**config.mk**
```make
export PLATFORM = sky130hd
export DESIGN_NAME = pla_array
export DESIGN_NICKNAME = d
export VERILOG_FILES = /design/src/rtl/pla_pkg.sv /design/src/rtl/pla_cfg_store.sv /design/src/rtl/pla_and_plane.sv /design/src/rtl/pla_or_plane.sv /design/src/rtl/pla_array.sv
export SDC_FILE = /design/constraint.sdc
export NUM_CORES = 2
export LEC_CHECK = 0
export BUFFER_PORTS_ARGS = -buffer_cell sky130_fd_sc_hd__buf_4
export CAP_MARGIN = 5
export CORE_ASPECT_RATIO = 0.5
export CORE_MARGIN = 4
export CORE_UTILIZATION = 50
export DETAILED_ROUTE_END_ITERATION = 12
export PLACE_DENSITY = 0.75
export RECOVER_POWER = 100
export SYNTH_ARGS = -nofsm -noshare
export SYNTH_HDL_FRONTEND = slang
export SYNTH_SLANG_ARGS = --single-unit
```
**constraint.sdc**
```tcl
create_clock -name clk -period 3.4 [get_ports clk]
set_clock_uncertainty 0.1 [all_clocks]
set_input_delay 0.17 -clock clk [delete_from_list [all_inputs] [get_ports clk]]
set_output_delay 0.17 -clock clk [all_outputs]
set_load 0.1 [all_outputs]
```
**src/rtl/pla_pkg.sv**
```systemverilog
package pla_pkg;
    localparam int N_DED  = 8;
    localparam int N_FB   = 8;
    localparam int N_SIG  = N_DED + N_FB;
    localparam int N_LINE = 2 * N_SIG;
    localparam int N_OUT  = 8;
    localparam int GRP    = 7;
    localparam int SLOT   = GRP + 1;
    localparam int N_PT   = N_OUT * SLOT;
    localparam int AW     = $clog2(N_PT);

    typedef logic [N_LINE-1:0] row_t;
    typedef logic [N_SIG-1:0]  sig_t;
    typedef logic [N_PT-1:0]   pt_vec_t;
    typedef logic [N_OUT-1:0]  out_vec_t;

    typedef enum logic {
        ROUTE_SUM = 1'b0,
        ROUTE_OE  = 1'b1
    } route_e;

    typedef struct packed {
        out_vec_t sum;
        out_vec_t oe;
    } pla_res_t;

    // Line 2s is the true value of signal s, line 2s+1 its complement.
    function automatic row_t expand_lines(sig_t s);
        row_t l;
        for (int i = 0; i < N_SIG; i++) begin
            l[2*i]   = s[i];
            l[2*i+1] = ~s[i];
        end
        return l;
    endfunction

    // A term is TRUE unless some connected line is low.
    function automatic logic term_eval(row_t conn, row_t lines);
        return &(lines | ~conn);
    endfunction

    function automatic logic has_conflict(row_t conn);
        logic c;
        c = 1'b0;
        for (int i = 0; i < N_SIG; i++)
            c = c | (conn[2*i] & conn[2*i+1]);
        return c;
    endfunction
endpackage

```
**src/rtl/pla_cfg_store.sv**
```systemverilog
module pla_cfg_store
    import pla_pkg::*;
(
    input  logic                 clk,
    input  logic                 rst,
    input  logic                 erase,
    input  logic                 we,
    input  logic [AW-1:0]        addr,
    input  row_t                 wdata,
    input  logic                 route_we,
    input  out_vec_t             route_wdata,
    output row_t [N_PT-1:0]      map,
    output out_vec_t             route
);
    row_t [N_PT-1:0] cells;
    out_vec_t        route_q;

    always_ff @(posedge clk) begin
        if (rst || erase) begin
            cells <= '0;
        end else if (we) begin
            cells[addr] <= wdata;
        end
    end

    always_ff @(posedge clk) begin
        if (rst) begin
            route_q <= '0;
        end else if (route_we) begin
            route_q <= route_wdata;
        end
    end

    assign map   = cells;
    assign route = route_q;

    // erase opens every cell in one edge
    p_erase_opens_all_r8: assert property (@(posedge clk) disable iff (rst)
        erase |=> (map == '0));

    // a plain write lands on the addressed row
    p_write_lands_r8: assert property (@(posedge clk) disable iff (rst)
        (we && !erase) |=> (map[$past(addr)] == $past(wdata)));

    // erase leaves the routing bits alone
    p_erase_keeps_route_r8: assert property (@(posedge clk) disable iff (rst)
        (erase && !route_we) |=> $stable(route));

    // reset leaves the array open
    p_reset_open_r9: assert property (@(posedge clk)
        rst |=> (map == '0 && route == '0));
endmodule

```
**src/rtl/pla_and_plane.sv**
```systemverilog
module pla_and_plane
    import pla_pkg::*;
(
    input  logic            clk,
    input  logic            rst,
    input  row_t            lines,
    input  row_t [N_PT-1:0] map,
    output pt_vec_t         pt
);
    for (genvar t = 0; t < N_PT; t++) begin : g_term
        assign pt[t] = term_eval(map[t], lines);

        // an open row is TRUE
        p_open_true_r4: assert property (@(posedge clk) disable iff (rst)
            (map[t] == '0) |-> pt[t]);

        // a row holding both polarities of one signal is FALSE
        p_conflict_false_r5: assert property (@(posedge clk) disable iff (rst)
            has_conflict(map[t]) |-> !pt[t]);
    end
endmodule

```
**src/rtl/pla_or_plane.sv**
```systemverilog
module pla_or_plane
    import pla_pkg::*;
(
    input  logic     clk,
    input  logic     rst,
    input  pt_vec_t  pt,
    input  out_vec_t route,
    output pla_res_t res
);
    for (genvar o = 0; o < N_OUT; o++) begin : g_out
        logic [GRP-1:0] grp;
        logic           extra;
        route_e         sel;

        assign grp   = pt[o*SLOT +: GRP];
        assign extra = pt[o*SLOT + GRP];
        assign sel   = route_e'(route[o]);

        always_comb begin
            res.sum[o] = |grp;
            res.oe[o]  = 1'b1;
            if (sel == ROUTE_SUM) begin
                res.sum[o] = res.sum[o] | extra;
            end else begin
                res.oe[o] = extra;
            end
        end

        // any TRUE group term drives the sum high
        p_group_sets_sum_r6: assert property (@(posedge clk) disable iff (rst)
            (|pt[o*SLOT +: GRP]) |-> res.sum[o]);

        // a routed-away extra term cannot raise the sum
        p_extra_excluded_r7: assert property (@(posedge clk) disable iff (rst)
            (route[o] && (pt[o*SLOT +: GRP] == '0)) |-> !res.sum[o]);

        // enable held high while the extra term feeds the sum
        p_oe_idle_high_r7: assert property (@(posedge clk) disable iff (rst)
            !route[o] |-> res.oe[o]);
    end
endmodule

```
**src/rtl/pla_array.sv**
```systemverilog
module pla_array
    import pla_pkg::*;
(
    input  logic        clk,
    input  logic        rst,
    input  logic        cfg_erase,
    input  logic        cfg_we,
    input  logic [5:0]  cfg_addr,
    input  logic [31:0] cfg_row,
    input  logic        route_we,
    input  logic [7:0]  route_bits,
    input  logic [7:0]  ded_in,
    input  logic [7:0]  fb_in,
    output logic [7:0]  sum_out,
    output logic [7:0]  oe_out
);
    row_t [N_PT-1:0] map;
    out_vec_t        route;
    row_t            lines;
    pt_vec_t         pt;
    pla_res_t        res;

    assign lines = expand_lines({fb_in, ded_in});

    pla_cfg_store u_store (
        .clk         (clk),
        .rst         (rst),
        .erase       (cfg_erase),
        .we          (cfg_we),
        .addr        (cfg_addr),
        .wdata       (cfg_row),
        .route_we    (route_we),
        .route_wdata (route_bits),
        .map         (map),
        .route       (route)
    );

    pla_and_plane u_and (
        .clk   (clk),
        .rst   (rst),
        .lines (lines),
        .map   (map),
        .pt    (pt)
    );

    pla_or_plane u_or (
        .clk   (clk),
        .rst   (rst),
        .pt    (pt),
        .route (route),
        .res   (res)
    );

    assign sum_out = res.sum;
    assign oe_out  = res.oe;

    // right after reset, everything reads 1
    p_reset_all_high_r9: assert property (@(posedge clk)
        rst |=> (sum_out == '1 && oe_out == '1));
endmodule

```
==> flow_summary.json <==
{
  "status": "finished with violations",
  "violations": "max-capacitance violations, max-slew violations",
  "hold_class": "in -> reg",
  "coreArea_um2": 167000,
  "critPathLaunchType": "primary input",
  "grt_max_degree": 129,
  "dieArea_um2": 175000,
  "drtIter0Drc": 9633,
  "crit_required_ns": 3.94,
  "power_density_nw_per_um2": 510,
  "antenna_found_initial": 3,
  "fmax_mhz": 306,
  "syn_area_um2": 84000,
  "setup_violations": 0,
  "clk_pin_slew_worst_paths_ns": 0.07,
  "postLayoutCellArea_um2": 93200,
  "ir_drop_uv": 476,
  "io_buffers": 82,
  "yosysSeqAreaShare": 0.490,
  "wire_per_inst_um": 22.2,
  "io_pins": 83,
  "fin_crit_ns": 3.27,
  "slew_headroom": -0.409,
  "cts_max_path_buffers": 3,
  "critPathCaptureType": "flop",
  "cts_buffers": 180,
  "vias": 75400,
  "gp_congestion": 0.856,
  "cts_post_setup_buffers_inserted": 0,
  "arrival_ns": 3.81,
  "grt_usage": 0.309,
  "critPathMaxFanout": 86,
  "grt_pass1_vias": 68793,
  "fillers": 14713,
  "p_leak_uw": 0.0317,
  "synthCells": 10735,
  "max_cap_violations": 9,
  "maxSlewViolCount": 590,
  "tightest_slew_ns": 2.11,
  "place_area_um2": 87200,
  "area_growth_pct": 11.0,
  "via_per_inst": 5.90,
  "grt_pass1_wl_um": 423000,
  "hpwl_um": 157000,
  "reg2reg_from": "u_store.route[1]",
  "numPlacedInstances": 12385,
  "ys_seq_elements": 2056,
  "startpoint": "cfg_erase",
  "hp-start": "cfg_addr[1]",
  "drive_above_1_share": 0.0676,
  "num_rows": 106,
  "tns_ns": 0,
  "cts_tree": "yes",
  "synth_nets": 10802,
  "die_h_um": 298,
  "yosys_warnings": 0,
  "path_class": "in -> reg",
  "rsz0062_at_grt": "no",
  "drtPass1Iterations": 8,
  "synth.distinct_cells": 25,
  "nNetsFinal": 10479,
  "routed_wl_um": 283000,
  "fp.dieW_um": 588,
  "ant_nets": 0,
  "clk_latency_ns": 0.79,
  "min_period_over_period": 0.962,
  "finalHoldViolCount": 0,
  "cts.sinks": 2056,
  "cts_root_buf": "clkbuf_16",
  "stdcell_count": 12769,
  "avgSynthCellArea_um2": 7.82,
  "drc": 0,
  "overflow": 0,
  "start_util": 0.503,
  "htreeDepth": 4
}
final timing paths:
path	to	slack, ns	cells past startpoint
hold reg to reg	u_store.map[99]	0.35	2
setup / recovery	u_store.map[992]	0.13	6
hold / removal	u_store.map[197]	0.15	6
setup reg to reg	u_store.route[1]	1.42	4
worst max-delay path, stage by stage:
cell           delay, ns
dlygate4sd3_1       0.54
clkbuf_4            0.12
or2_1               0.99
clkbuf_2            0.83
clkbuf_4            0.94
a21oi_1             0.12
cell families after synthesis:
logic type / synth area share
DFF: 0.490
AOI/OAI and AO/OA: 0.122
muxes: 0.123
buffers and inverters: 0.0461
and+or+nand+nor: 0.219
routing by layer:
metal	up-vias	share of wire	track usage
li1	34752	-	-
met1	35563	0.38	0.407
met2	4108	0.44	0.478
met3	977	0.12	0.0661
met4	0	0.059	0.157
met5	-	0	0
Yosys cell counts, drive strengths merged:
| cell type | count | area (um2) |
|---|---|---|
| nand2 | 4165 | 15600 |
| dfxtp | 2056 | 41200 |
| a21oi | 2048 | 10200 |
| mux2i | 1032 | 10300 |
| clkbuf | 722 | 2710 |
| nand4 | 257 | 1610 |
| buf | 243 | 1160 |
| nor2 | 81 | 312 |
| nor4 | 72 | 450 |
| nand2b | 19 | 119 |
| nand3 | 11 | 55.1 |
| nor3 | 11 | 65.1 |
| or2 | 6 | 37.5 |
| and3b | 2 | 17.5 |
| nand3b | 2 | 15.0 |
| nor3b | 2 | 25.0 |
| or3b | 2 | 17.5 |
| and2 | 1 | 6.26 |
| and3 | 1 | 6.26 |
| nor2b | 1 | 6.26 |
| or3 | 1 | 6.26 |
cell type report:
type	instances	area, um2	area share
Timing Repair Buffer	460	4300	0.0461
Clock buffer	284	5570	0.0598
Antenna cell	3	7.51	0.0000805
Clock inverter	38	263	0.00282
Sequential cell	2056	41200	0.442
Multi-Input combinational cell	7714	39100	0.420
Tap cell	2214	2770	0.0297
cells in the final DEF (no fill, tap or decap), types with 9 or more instances in the layout:
cell / netlist / layout
dlygate4sd3_1: 0 / 59
mux2i_1: 1032 / 1031
clkbuf_1: 722 / 84
nor4_1: 72 / 72
nand2_1: 4165 / 4165
clkbuf_8: 0 / 55
nand3_1: 11 / 11
nor2_2: 3 / 68
clkbuf_16: 0 / 186
a21oi_1: 2048 / 2048
buf_4: 0 / 237
clkinv_2: 0 / 32
buf_12: 0 / 67
nand2b_1: 19 / 19
nor3_1: 9 / 9
clkbuf_4: 0 / 11
clkbuf_2: 0 / 22
nand4_1: 257 / 257
dfxtp_1: 2056 / 2056
nor2_1: 78 / 13
buf_6: 0 / 20
stage by stage:
step	setup WS (ns)	total power [uW]	hold slack, ns	utilization
2_1_floorplan	0.861	26100	0.218	-
3_3_place_gp	0.529	27400	0.303	0.522
3_5_place_dp	0.581	27400	0.317	0.522
4_1_cts	0.126	47500	0.106	0.560
5_1_grt	0.0644	48600	0.194	0.558
6_report	0.131	47600	0.147	0.558
flip-flops by register name, summed over array words and instances, names as in the netlist:
name,flops
u_store.map,2048
u_store.route,8
timing repair:
item,CTS,global route
hold buffers,59,0
gates resized for setup,0,1
endpoints found under the hold margin,1237,0
setup endpoints to repair,0,1
where the power goes:
| group | switching [uW] | total [uW] | internal [uW] | leakage [uW] |
|---|---|---|---|---|
| registers | 25.6 | 24100 | 24100 | 0.0166 |
| clock network | 9160 | 20500 | 11400 | 0.00291 |
| logic | 2220 | 2900 | 680 | 0.0122 |
(Power assumes the default switching activity.)
